===== config.mk =====
export PLATFORM = sky130hd
export DESIGN_NAME = pix_port_demux
export DESIGN_NICKNAME = d
export VERILOG_FILES = /design/src/rtl/pdm_pkg.sv /design/src/rtl/pdm_seq.sv /design/src/rtl/pdm_lane.sv /design/src/rtl/pdm_pipe.sv /design/src/rtl/pix_port_demux.sv
export SDC_FILE = /design/constraint.sdc
export NUM_CORES = 1
export LEC_CHECK = 0
export BUFFER_PORTS_ARGS = -buffer_cell sky130_fd_sc_hd__buf_2
export CAP_MARGIN = 20
export CORE_MARGIN = 2
export CORE_UTILIZATION = 35
export DETAILED_ROUTE_END_ITERATION = 7
export GPL_ROUTABILITY_DRIVEN = 0
export GPL_TIMING_DRIVEN = 0
export PLACE_DENSITY = 0.5
export SKIP_CTS_REPAIR_TIMING = 1
export SYNTH_ARGS = -nofsm -noshare
export SYNTH_HDL_FRONTEND = slang
export SYNTH_SLANG_ARGS = --single-unit

===== constraint.sdc =====
create_clock -name clk -period 3.5 [get_ports clk]
set_input_delay 0.7 -clock clk [delete_from_list [all_inputs] [get_ports clk]]
set_output_delay 0.7 -clock clk [all_outputs]
set_load 0.005 [all_outputs]

===== src/rtl/pdm_pkg.sv =====
package pdm_pkg;
   typedef struct packed {
      logic dual;
      logic pair;
      logic swap;
   } pdm_mode_t;
endpackage


===== src/rtl/pdm_seq.sv =====
// Line-position and mode sequencer: turns the active mode and pixel
// parity into write controls for the channel lanes.
module pdm_seq
   import pdm_pkg::*;
(
   input  logic      clk,
   input  logic      rst_n,
   input  logic      line_start,
   input  pdm_mode_t cfg,
   output pdm_mode_t mode_eff,
   output pdm_mode_t mode_reg,
   output logic      par_eff,
   output logic      wr_a,
   output logic      wr_b,
   output logic      a_from_stg,
   output logic      b_from_stg,
   output logic      stg_en,
   output logic      clr_b
);
   pdm_mode_t mode_q;
   logic      par_q;
   logic      to_b;

   always_comb begin
      mode_eff   = line_start ? cfg : mode_q;
      par_eff    = line_start ? 1'b0 : par_q;
      to_b       = par_eff ^ mode_eff.swap;
      wr_a       = 1'b0;
      wr_b       = 1'b0;
      a_from_stg = 1'b0;
      b_from_stg = 1'b0;
      stg_en     = 1'b0;
      clr_b      = 1'b0;
      if (!mode_eff.dual) begin
         wr_a  = 1'b1;
         clr_b = 1'b1;
      end else if (!mode_eff.pair) begin
         wr_a = ~to_b;
         wr_b = to_b;
      end else if (!par_eff) begin
         stg_en = 1'b1;
      end else begin
         wr_a       = 1'b1;
         wr_b       = 1'b1;
         a_from_stg = ~mode_eff.swap;
         b_from_stg = mode_eff.swap;
      end
   end

   always_ff @(posedge clk or negedge rst_n) begin
      if (!rst_n) begin
         mode_q <= '0;
         par_q  <= 1'b0;
      end else begin
         mode_q <= mode_eff;
         par_q  <= ~par_eff;
      end
   end

   assign mode_reg = mode_q;
endmodule


===== src/rtl/pdm_lane.sv =====
// One colour channel: staging register plus the two port registers.
module pdm_lane #(
   parameter int PIX_W = 8
) (
   input  logic             clk,
   input  logic             rst_n,
   input  logic [PIX_W-1:0] pix,
   input  logic             wr_a,
   input  logic             wr_b,
   input  logic             a_from_stg,
   input  logic             b_from_stg,
   input  logic             stg_en,
   input  logic             clr_b,
   output logic [PIX_W-1:0] a_q,
   output logic [PIX_W-1:0] b_q
);
   logic [PIX_W-1:0] stg_q;

   always_ff @(posedge clk or negedge rst_n) begin
      if (!rst_n) begin
         stg_q <= '0;
         a_q   <= '0;
         b_q   <= '0;
      end else begin
         if (stg_en) stg_q <= pix;
         if (wr_a)   a_q   <= a_from_stg ? stg_q : pix;
         if (clr_b)     b_q <= '0;
         else if (wr_b) b_q <= b_from_stg ? stg_q : pix;
      end
   end
endmodule


===== src/rtl/pdm_pipe.sv =====
// Uniform retiming for the whole output bundle; STAGES may be zero.
module pdm_pipe #(
   parameter int WIDTH  = 8,
   parameter int STAGES = 1
) (
   input  logic             clk,
   input  logic             rst_n,
   input  logic [WIDTH-1:0] d,
   output logic [WIDTH-1:0] q
);
   generate
      if (STAGES == 0) begin : g_wire
         assign q = d;
      end else begin : g_regs
         logic [WIDTH-1:0] stage_q [STAGES];
         always_ff @(posedge clk or negedge rst_n) begin
            if (!rst_n) begin
               for (int i = 0; i < STAGES; i++) stage_q[i] <= '0;
            end else begin
               stage_q[0] <= d;
               for (int i = 1; i < STAGES; i++) stage_q[i] <= stage_q[i-1];
            end
         end
         assign q = stage_q[STAGES-1];
      end
   endgenerate
endmodule


===== src/rtl/pix_port_demux.sv =====
module pix_port_demux
   import pdm_pkg::*;
#(
   parameter int PIX_W        = 8,
   parameter int NUM_CH       = 3,
   parameter int EXTRA_STAGES = 1
) (
   input  logic                    clk,
   input  logic                    rst_n,
   input  logic                    line_start,
   input  logic                    cfg_dual,
   input  logic                    cfg_pair,
   input  logic                    cfg_swap,
   input  logic [PIX_W*NUM_CH-1:0] pix_in,
   output logic [PIX_W*NUM_CH-1:0] port_a,
   output logic [PIX_W*NUM_CH-1:0] port_b,
   output logic                    port_b_oe,
   output logic                    dclk_en,
   output logic                    line_start_out
);
   localparam int BUS_W    = PIX_W * NUM_CH;
   localparam int BUNDLE_W = 2 * BUS_W + 3;

   generate
      if (PIX_W < 1)        begin : g_bad_w  $error("PIX_W must be at least 1");        end
      if (NUM_CH < 1)       begin : g_bad_ch $error("NUM_CH must be at least 1");       end
      if (EXTRA_STAGES < 0) begin : g_bad_st $error("EXTRA_STAGES must not be negative"); end
   endgenerate

   pdm_mode_t cfg_in, mode_eff, mode_reg;
   logic par_eff, wr_a, wr_b, a_from_stg, b_from_stg, stg_en, clr_b;
   logic [BUS_W-1:0] a_core, b_core;
   logic oe_q, dclk_q, sync_q, pair_q;

   assign cfg_in = '{dual: cfg_dual, pair: cfg_pair, swap: cfg_swap};
   assign pair_q = mode_reg.pair;

   pdm_seq i_seq (
      .clk(clk), .rst_n(rst_n), .line_start(line_start), .cfg(cfg_in),
      .mode_eff(mode_eff), .mode_reg(mode_reg), .par_eff(par_eff),
      .wr_a(wr_a), .wr_b(wr_b), .a_from_stg(a_from_stg), .b_from_stg(b_from_stg),
      .stg_en(stg_en), .clr_b(clr_b)
   );

   generate
      for (genvar c = 0; c < NUM_CH; c++) begin : g_lane
         pdm_lane #(.PIX_W(PIX_W)) i_lane (
            .clk(clk), .rst_n(rst_n), .pix(pix_in[c*PIX_W +: PIX_W]),
            .wr_a(wr_a), .wr_b(wr_b), .a_from_stg(a_from_stg), .b_from_stg(b_from_stg),
            .stg_en(stg_en), .clr_b(clr_b),
            .a_q(a_core[c*PIX_W +: PIX_W]), .b_q(b_core[c*PIX_W +: PIX_W])
         );
      end
   endgenerate

   always_ff @(posedge clk or negedge rst_n) begin
      if (!rst_n) begin
         oe_q   <= 1'b0;
         dclk_q <= 1'b0;
         sync_q <= 1'b0;
      end else begin
         oe_q   <= mode_eff.dual;
         dclk_q <= ~mode_eff.dual | par_eff;
         sync_q <= line_start;
      end
   end

   pdm_pipe #(.WIDTH(BUNDLE_W), .STAGES(EXTRA_STAGES)) i_pipe (
      .clk(clk), .rst_n(rst_n),
      .d({a_core, b_core, oe_q, dclk_q, sync_q}),
      .q({port_a, port_b, port_b_oe, dclk_en, line_start_out})
   );
endmodule


Word level (Yosys, flattened, before mapping)
Index checks and enable logic that the tools add are counted.
{ "word_totals": {"input_bits": 30, "ram_bits": 0, "romBits": 0, "output_inout_bits": 51, "mem_count": 0, "latch_bits": 0, "wordCells": 51, "reg_bits": 129} }
{ "classes": {"eq_ne": 1, "bitwise": 6, "n_mul": 0, "muxes": 28, "n_addsub": 0, "div_mod_pow": 0, "magnitude_cmp": 0, "shifts": 0, "n_reduce_logical": 0} }
{ "op_table": {"columns": ["operator", "n"], "rows": [
  ["8-bit 2-to-1 mux", 12],
  ["1-bit 2-to-1 mux", 15],
  ["1-bit NOT", 4],
  ["3-bit 2-to-1 mux", 1],
  ["2-bit by 1-bit != test with 1-bit output (second input constant)", 1],
  ["1-bit bitwise OR", 1],
  ["1-bit bitwise XOR", 1]
]} }

Logic depth before layout (Yosys ltp)
Gate-level depths: netlist of the first run.
{ "logic_depth": {"word_depth": 7, "depth_mapped": 8, "depth_no_buf": 7} }

By module
A second synthesis of the first run with hierarchy kept.
{ "unflattened": {"cells_unflattened": 345, "hier_area_um2": 4835.9} }
{ "by_module_without_submodules": {"columns": ["mod", "area_per_inst_um2", "cells_each", "seq_area_each_um2", "n_inst"], "rows": [
  ["pdm_lane", 1069.8, 88, 600.6, 3],
  ["pdm_pipe", 1276.2, 51, 1276.2, 1],
  ["pdm_seq", 269.0, 26, 100.1, 1],
  ["pix_port_demux", 81.3, 4, 75.1, 1]
]} }

Worst setup path after synthesis of the first run
OpenSTA, ideal clock, no wires.
{ "synth_path": {"path_kind": "input to register", "from": "input line_start", "to": "register g_lane[0].i_lane.b_q[1]", "path_slack_ns": 1.495, "n_path_buf": 2, "t_arrival_ns": 1.872, "setup_ns": 0.132, "stages": 7, "cell_sequence": "buf_6 > mux2i_1 > ha_1 > o211a_1 > clkbuf_1 > nand2_1 > o21ai_1"} }
{ "synth_via": {"elab_chain_len": 7} }
{ "synth_lines": {"columns": ["item", "line_no", "text"], "rows": [
  ["start: declaration", "pix_port_demux.sv:10", "input logic line_start,"],
  ["3-bit 2-to-1 mux or 1-bit 2-to-1 mux (tied branches)", "pdm_seq.sv:25, pdm_seq.sv:26", null],
  ["1-bit 2-to-1 mux", "pdm_seq.sv:40", "end else if (!par_eff) begin"],
  ["1-bit 2-to-1 mux", "pdm_seq.sv:37", "end else if (!mode_eff.pair) begin"],
  ["1-bit 2-to-1 mux", "pdm_seq.sv:34", "if (!mode_eff.dual) begin"],
  ["8-bit 2-to-1 mux (2 in a row)", "pdm_lane.sv:28", "else if (wr_b) b_q <= b_from_stg ? stg_q : pix;"],
  ["8-bit 2-to-1 mux", "pdm_lane.sv:27", "if (clr_b) b_q <= '0;"],
  ["end signal: assignment", "pdm_lane.sv:28", null],
  ["end: declaration", "pdm_lane.sv:15", "output logic [PIX_W-1:0] b_q"]
]} }
Several ways; a longest one is shown, not always the timed one. The select of a mux whose other input is x is not followed.
A chain may end at the register's enable or synchronous reset.

Final worst setup path of the first run
{ "layout_path": {"from": "input line_start", "to": "register g_lane[0].i_lane.b_q[4]"} }
The elaborated chain is that of the path after synthesis.

==> results of run 1 <==
-- cell usage in the layout, fill, tap and decap left out, types with 2 or more instances in the layout --
master and count:
buf_2 80, dfrtp_1 129, clkbuf_16 17, ha_1 2, nand2_1 26, clkinv_2 4, nor2_1 25, a21oi_2 20
o21ai_4 2, clkbuf_1 7, buf_6 6, buf_4 5, clkbuf_8 2, mux2i_1 49, bufinv_16 6, o21ai_1 24
buf_12 2, mux2_2 26, inv_1 4, a21oi_1 4
-- cell families (layout without fill, tap and decap cells) --
| kind of cell | after synthesis | after routing |
|---|---|---|
| adders and majority gates | 2 | 2 |
| AOI/OAI and AO/OA | 54 | 54 |
| muxes | 75 | 75 |
| DFF | 129 | 129 |
| buffers and inverters | 22 | 135 |
| and+or+nand+nor | 54 | 54 |
-- per-layer routing --
layer / part of all wire (%) / wire length, um / vias up / GRT usage [%]
met4: 2.3 / 224 / 0 / 7.33
li1: - / - / 1345 / -
met3: 4.1 / 402 / 16 / 4.09
met5: 0 / 0 / - / 0
met2: 47 / 4570 / 60 / 22.0
met1: 46 / 4500 / 1398 / 18.5
-- where the power goes --
group          internal, mW  total (mW)  leakage, nW  switching (mW)
combinational         0.221       0.467         1.25           0.246
sequential             1.73        1.84         1.57           0.113
clock                  1.37        1.99        0.327           0.622
-- area by class of cell --
type / count / area [sq um] / share of cell area [%]
well taps: 176 / 220 / 3.59
multi-input cells: 185 / 1410 / 23.0
repair buffers: 81 / 434 / 7.07
clock inverters: 11 / 208 / 3.38
clock buffers: 21 / 460 / 7.50
inverters: 4 / 15.0 / 0.245
flip-flops and latches: 129 / 3230 / 52.6
plain buffers: 18 / 158 / 2.57
-- critical path, stage by stage --
cell and delay (ps):
buf_2 110, buf_6 130, mux2i_1 130, ha_1 320
o21ai_0 90, nand2_1 240, clkbuf_1 510, o21ai_1 150
-- metrics by stage --
stage	utilization, %	std cells	setup TNS, ps	total power, mW
3_3_place_gp	40.7	592	-3100	2.33
6_report	46.0	625	0	4.30
4_1_cts	46.0	625	0	4.36
2_1_floorplan	-	336	0	2.11
3_5_place_dp	41.0	593	0	2.35
5_1_grt	46.0	625	0	4.50
-- how the worst max path moves through the flow --
stage / slack, ps / to / start
6_report: 1400 / g_lane[0].i_lane.b_q[4]$_DFFE_PN0P_ / line_start
5_1_grt: 1250 / g_lane[2].i_lane.b_q[1]$_DFFE_PN0P_ / line_start
4_1_cts: 1400 / g_lane[0].i_lane.b_q[3]$_DFFE_PN0P_ / line_start
3_5_place_dp: 950 / g_lane[0].i_lane.b_q[3]$_DFFE_PN0P_ / line_start
3_3_place_gp: -30 / g_lane[2].i_lane.stg_q[0]$_DFFE_PN0P_ / rst_n
2_1_floorplan: 1500 / g_lane[0].i_lane.b_q[1]$_DFFE_PN0P_ / line_start
==> run metrics, run 1 <==
CTS Buffer Depth=2; Synth area leader=dfrtp_1; CTS tree=built; Starting Density=36.1%; Row Count=42; fin area=0.00614 sq mm; Area Growth Syn to Fin=27.5%; worst slew pin tran=623 ps; peak fanout along the critical path=10; Worst-path clk slew=50 ps; Layout fillers=1244; PwrDens=700 mW/mm^2; Hold Violations, Final=0; Slew Viols, Final=0; Compound-Gate Fraction of Synth Area=between 8 and 9%; Core ar.=0.0133 sq mm; die area=around 0.015 sq mm; syn nets=368; CTS H-tree lvls=4; Post-Syn Area per Cell=14.3 sq um; Post-synth top cells=dfrtp_1 (129), mux2i_1 (49), mux2_2 (26), nand2_1 (26), nor2_1 (25); Max-Cap Viols=0; Yosys cell types=23; drt drc=0; sequential area share after synthesis=67.0%; Syn Inst Count=336; yosys warns=0; minimum clock period=around 2100 ps; later-pin clock latency in the skew report=410 ps; Leak Pwr=3.15 nW; Ant. Diodes=0; initial DRC count=115; Post-synth EDFFs=0; DP Area=around 0.0055 sq mm; reg-to-reg endpoint=g_lane[0].i_lane.b_q[4]$_DFFE_PN0P_; RSZ-0062 raised after global routing=no; largest family of logic cells by synthesized area=multiplexers; Setup WS pre-CTS=952 ps; first-pass iteration count of the detailed router=4; initial antenna violation count=0; largest cells by area after synthesis=dfrtp_1 (67%), mux2i_1 (10%), mux2_2 (6.1%), a21oi_2 (3.6%), o21ai_1 (2.5%); clk_skew=6.40 ps; CTS sink count=129; Vias/cell=4.51; post-route clock period utilization=60.0%; via count=2819; DP Wirelength=6190 um; Root Buffer=clkbuf_16; routed wire length=slightly below 10000 um; Yosys top cell area share=67.0%; FF-to-FF path depth=7; setup ws final=1400 ps; Post-Synth Simple-Gate Area=4.44%; Final ANT Viol Nets=0; post-synthesis adder-cell area fraction=less than 1%; critical path endpoint category=flip-flop; input/output buffers=80; status=completed; WP data required=~3800 ps; asr flop ratio synth=100%; Worst Hold Class=in -> async; gr usage total=14.3%; Die Wd=121 um; total gr overflow=0; Worst EP arrival=2370 ps; f_max=roughly 480 MHz; Final Hold Slack=260 ps; CP Class=in -> reg; Die Ht=approximately 120 um; synthesized flop and latch total=129; Nets=approximately 470; Slew headroom=58.5%; first-pass GRT wire length=15400 um; share of post-route cells with drive strength above 1=about two fifths; largest net degree at the start of global routing=70; vias in the first global route=2861; mux share of post-synthesis cell area=between 15 and 20%; Post-Synth XOR/XNOR Area=0%; Top FF cell, synth=dfrtp_1; RR Startpoint=i_seq.par_q$_DFF_PN0_; I/O pin cnt=81; VDD IR max=338 uV; cts bufs inserted=17; most common cell in the netlist=dfrtp_1; Critical Path Start Type=input pin; max reg flops=51; worst reg2reg setup slack=1480 ps; drt wl/cell=15.5 um; setup violators final=0; synthesized area=0.00481 sq mm
No activity file was read; power rests on OpenSTA's default activity.
==> run 2: changes to the inputs <==
--- a/config.mk
+++ b/config.mk
@@ -12,7 +12,7 @@
 export DETAILED_ROUTE_END_ITERATION = 7
 export GPL_ROUTABILITY_DRIVEN = 0
 export GPL_TIMING_DRIVEN = 0
-export PLACE_DENSITY = 0.5
+export PLACE_DENSITY = 0.52
 export SKIP_CTS_REPAIR_TIMING = 1
 export SYNTH_ARGS = -nofsm -noshare
 export SYNTH_HDL_FRONTEND = slang
==> constraint.sdc (replaced) <==
create_clock -name clk -period 1.9 [get_ports clk]
set_input_delay 0.38 -clock clk [delete_from_list [all_inputs] [get_ports clk]]
set_output_delay 0.38 -clock clk [all_outputs]
set_load 0.005 [all_outputs]
==> run metrics, run 2 (synthesis gave the netlist of run 1 again) <==
status=completed; Final ANT Viol Nets=0; post-route clock period utilization=95.0%; WP data required=2190 ps; Critical Path Start Type=flip-flop; CTS sink count=129; setup TNS=0 ps; reg-to-reg endpoint=g_lane[0].i_lane.b_q[5]$_DFFE_PN0P_; CTS tree=built; die area=around 0.015 sq mm; CP Class=reg -> reg; clk_skew=approximately 6.0 ps; Setup WS pre-CTS=-299 ps; RSZ-0062 raised after global routing=no; f_max=554 MHz; Max-Cap Viols=0; Leak Pwr=about 3.1 nW; share of post-route cells with drive strength above 1=40.1%; vias in the first global route=2873; gr usage total=14.3%; overall power=7.68 mW; Worst Hold Class=in -> reg; first-pass GRT wire length=15300 um; drt drc=0; max reg flops=roughly 50; worst slew pin tran=slightly below 500 ps; most common cell after layout, fill and taps aside=dfrtp_1; Area Growth Syn to Fin=26.9%; Gate power share=between 10% and 20%; input/output buffers=80; worst reg2reg setup slack=between 90 and 100 ps; VDD IR max=499 uV; drt wl/cell=15.3 um; Worst EP arrival=2100 ps; initial antenna violation count=0; PwrDens=1260 mW/mm^2; minimum clock period=about 1800 ps; Root Buffer=clkbuf_16; CTS Buffer Depth=2; DP Cell Count=593; later-pin clock latency in the skew report=420 ps; peak fanout along the critical path=10; Starting Density=36.1%; setup violators final=0; routed wire length=between 9000 and 10000 um; clock share of power=44.6%; critical path endpoint category=flip-flop; Nets=around 470; Net Sw Frac=between 20% and 30%; I/O pin cnt=81; RR Startpoint=i_seq.par_q$_DFF_PN0_; Vias/cell=4.56; largest net degree at the start of global routing=80; commonest cells after routing, fill and taps aside=dfrtp_1 (129), buf_2 (81), mux2i_1 (49), mux2_2 (26), nand2_1 (26); Row Count=42; Die Ht=around 120 um; setup ws final=95.7 ps; Slew headroom=between 60% and 70%; via count=2848; DP Wirelength=6290 um; Die Wd=121 um; fin area=0.00611 sq mm; Setup crit end=g_lane[0].i_lane.b_q[5]$_DFFE_PN0P_; Switch Pwr=1.80 mW; first-pass iteration count of the detailed router=4; Critical Path Start=i_seq.par_q$_DFF_PN0_; Worst-path clk slew=50 ps; total gr overflow=0; cts bufs inserted=17; Slew Viols, Final=0; CTS H-tree lvls=4; Core ar.=0.0133 sq mm; Flop pwr share=44.2%; FF-to-FF path depth=7; Internal=5.87 mW; DP Area=about 0.0055 sq mm; initial DRC count=123; final std cells w/o fill=about 630; Hold Violations, Final=0; Ant. Diodes=0
## run 2: layer usage
layer	track usage (%)	share of wire (%)
met1	18.0	45
met3	5.17	5.2
met2	21.9	47
met5	0	0
met4	7.11	2.2
## run 2: worst max-delay path, cell delays in order (launching register included)
cell      delay [ps]
dfrtp_1          340
inv_1             70
nor2_1           190
ha_1             290
o211a_1          340
clkbuf_2         260
nand2_1          110
o21ai_1           60
## run 2: final cells by class
type,instances,area (sq um)
plain buffers,18,164
flip-flops and latches,129,3230
multi-input cells,185,1410
fillers,1271,7240
well taps,176,220
repair buffers,82,444
clock buffers,20,467
clock inverters,11,160
inverters,4,15.0
## run 2: power groups by stage
| stage | logic, mW | clock network, mW | registers (mW) |
|---|---|---|---|
| after floorplan | 0.479 | 0 | 3.41 |
| after global placement | 0.857 | 0 | 3.42 |
| after detailed placement | 0.880 | 0 | 3.44 |
| after CTS | 0.882 | 3.51 | 3.40 |
| after global routing | 0.967 | 3.63 | 3.45 |
| final | 0.863 | 3.42 | 3.39 |
## run 2: how the worst min path moves through the flow
stage,startpoint,endpoint,slack [ps],cells after the start
after floorplan,rst_n,dclk_q$_DFF_PN0_,80,0
after global placement,dclk_q$_DFF_PN0_,i_pipe.q[1]$_DFF_PN0_,330,0
after detailed placement,dclk_q$_DFF_PN0_,i_pipe.q[1]$_DFF_PN0_,340,0
after CTS,rst_n,g_lane[2].i_lane.b_q[5]$_DFFE_PN0P_,-100,1
after global routing,line_start,sync_q$_DFF_PN0_,80,1
final,line_start,sync_q$_DFF_PN0_,100,1
## run 2: metrics by stage
stage | utilization (%) | hold WS (ps)
floorplan | - | 84.4
global placement | 40.7 | 332
detailed placement | 41.0 | 337
CTS | 45.7 | -96.8
global route | 45.8 | 83.4
finish | 45.8 | 96.6
==> run 3: changes to the inputs <==
--- a/config.mk
+++ b/config.mk
@@ -5,6 +5,7 @@
 export SDC_FILE = /design/constraint.sdc
 export NUM_CORES = 1
 export LEC_CHECK = 0
+export ABC_AREA = 1
 export BUFFER_PORTS_ARGS = -buffer_cell sky130_fd_sc_hd__buf_2
 export CAP_MARGIN = 20
 export CORE_MARGIN = 2
==> run metrics, run 3 <==
CP peak stage delay=approximately 270 ps; Core Util, Final=44.5%; routed wire length=12400 um; Leak Pwr=3.44 nW; f_max=571 MHz; critical path endpoint category=flip-flop; first-pass GRT wire length=20600 um; initial DRC count=269; gr usage total=approximately 17%; largest cells by area after synthesis=dfrtp_1 (63%), nand2_1 (13%), nand4_1 (5.9%), nand3_1 (4.9%), inv_1 (4.1%); minimum clock period=1750 ps; setup violators final=0; Nets=660; VDD IR max=587 uV; Vias/cell=around 4.8; Post-Syn Area per Cell=9.63 sq um; initial antenna violation count=0; cts bufs inserted=17; Starting Density=35.4%; PwrDens=1210 mW/mm^2; asr flop ratio synth=100%; setup TNS=0 ps; Root Buffer=clkbuf_16; synthesized area=0.00508 sq mm; synthesized flop and latch total=129; total gr overflow=0; Ant. Diodes=0; via count=between 3000 and 4000; Final Hold Slack=154 ps; Worst-path clk slew=approximately 60 ps; yosys warns=0; crit path cell chain=buf_2 > inv_1 > or2_2 > o21ai_1 > ha_1 > inv_1 > nand3_1 > a21boi_4 > buf_4 > nand3_1 > nand2_1; DP Wirelength=8370 um; Hold Violations, Final=0; Yosys top cell area share=63.5%; I/O pin cnt=81; Synth area leader=dfrtp_1; CP Class=in -> reg; Core ar.=between 0.01 and 0.015 sq mm; CTS tree=built; Syn Inst Count=528; Die Ht=125 um; die area=0.0155 sq mm; Final ANT Viol Nets=0; drt wl/cell=approximately 15 um; post-route clock period utilization=92.1%; Top FF cell, synth=dfrtp_1; RSZ-0062 raised after global routing=no; Slew headroom=69.7%; drt drc=0; largest net degree at the start of global routing=83; later-pin clock latency in the skew report=420 ps; Worst Hold Class=in -> reg; Worst EP arrival=2110 ps; most common cell in the netlist=nand2_1; worst slew pin tran=455 ps; CTS Buffer Depth=2; Yosys cell types=18; Critical-path top delay cell=or2_2; Row Count=44; fin area=~0.0064 sq mm; Post-synth EDFFs=0; CTS sink count=129; max reg flops=51; Area Growth Syn to Fin=25.9%; share of post-route cells with drive strength above 1=23.7%; syn nets=560; delay-heaviest family, CP=simple AND/OR/NAND/NOR gates; clk_skew=6.55 ps; vias in the first global route=around 4000; Post-synth top cells=nand2_1 (176), dfrtp_1 (129), inv_1 (55); most common cell after layout, fill and taps aside=nand2_1; WP data required=2250 ps; sequential area share after synthesis=63.5%; setup ws final=149 ps; Slew Viols, Final=0; DP Area=0.00575 sq mm; input/output buffers=80; Critical Path Start Type=input pin; CTS H-tree lvls=4; Die Wd=~120 um; first-pass iteration count of the detailed router=5; WP buf/inv=4; commonest cells after routing, fill and taps aside=nand2_1 (176), dfrtp_1 (129), buf_2 (91), inv_1 (54), nand3_1 (50); Setup WS pre-CTS=-482 ps; Layout fillers=1379; status=completed; peak fanout along the critical path=10; Max-Cap Viols=0
-- run 3: changes by cell type in the layout (fill, tap and decap cells not counted), sizes merged, moves of 3 or more --
cell	change
clkinvlp	+3
nand2	+151
a21oi	-25
nand3	+54
mux2i	-49
nor2	-23
inv	+52
buf	+12
nand4	+48
mux2	-26
-- run 3: worst reg2reg max path, stage by stage (launching register included) --
cell	delay, ps
dfrtp_1	360
o21ai_1	160
ha_1	270
inv_1	60
nand3_1	130
a21boi_4	230
buf_4	210
nand3_1	140
nand2_1	90
-- run 3: final cells by class --
class / instances / area, sq um / share of cell area, %
inverter: 55 / 206 / 3.23
multi-input combinational: 310 / 1460 / 22.8
clock inverter: 13 / 185 / 2.89
buffer: 32 / 196 / 3.07
tap: 184 / 230 / 3.60
sequential: 129 / 3230 / 50.4
timing repair buffer: 83 / 452 / 7.06
clock buffer: 19 / 443 / 6.92
-- run 3: routing by layer --
layer  part of all wire (%)  global-route usage [%]  vias to the layer above
met5                      0                       0                        -
met2                     47                    25.3                      138
li1                       -                       -                     1899
met1                     45                    22.7                     1935
met4                    2.6                    8.46                        0
met3                    5.9                    5.11                       20
-- run 3: stage by stage --
| step | power, mW | cells |
|---|---|---|
| 2_1_floorplan | 3.88 | 528 |
| 3_3_place_gp | 4.28 | 792 |
| 3_5_place_dp | 4.31 | 793 |
| 4_1_cts | 7.79 | 825 |
| 5_1_grt | 8.09 | 825 |
| 6_report | 7.71 | 825 |
-- run 3: cells by family (layout without fill, tap and decap cells) --
family          count (synthesis)  in the layout  synth area share [%]
fa+ha+maj                       2              2                 0.492
simple gates                  282            282                  25.2
compound gates                 26             26                  2.83
flops                         129            129                  63.5
buf+inv                        89            202                  7.97
-- run 3: worst paths after layout --
| path | end | depth (start not counted) | start | slack, ps |
|---|---|---|---|---|
| worst max-delay path | g_lane[0].i_lane.b_q[1]$_DFFE_PN0P_ | 11 | line_start | 150 |
| worst min-delay path | sync_q$_DFF_PN0_ | 1 | line_start | 150 |
| worst max register to register | g_lane[0].i_lane.b_q[1]$_DFFE_PN0P_ | 8 | i_seq.mode_reg[0]$_DFF_PN0_ | 190 |
| worst min register to register | i_pipe.q[0]$_DFF_PN0_ | 0 | sync_q$_DFF_PN0_ | 350 |
| max in group asynchronous | g_lane[1].i_lane.b_q[3]$_DFFE_PN0P_ | 3 | rst_n | 690 |
| min in group asynchronous | i_pipe.q[34]$_DFF_PN0_ | 2 | rst_n | 460 |
-- run 3: report_power, final --
part | switching (mW) | internal (mW) | total, mW
registers | 0.174 | 3.15 | 3.32
logic | 0.608 | 0.347 | 0.954
clock network | 1.21 | 2.23 | 3.44
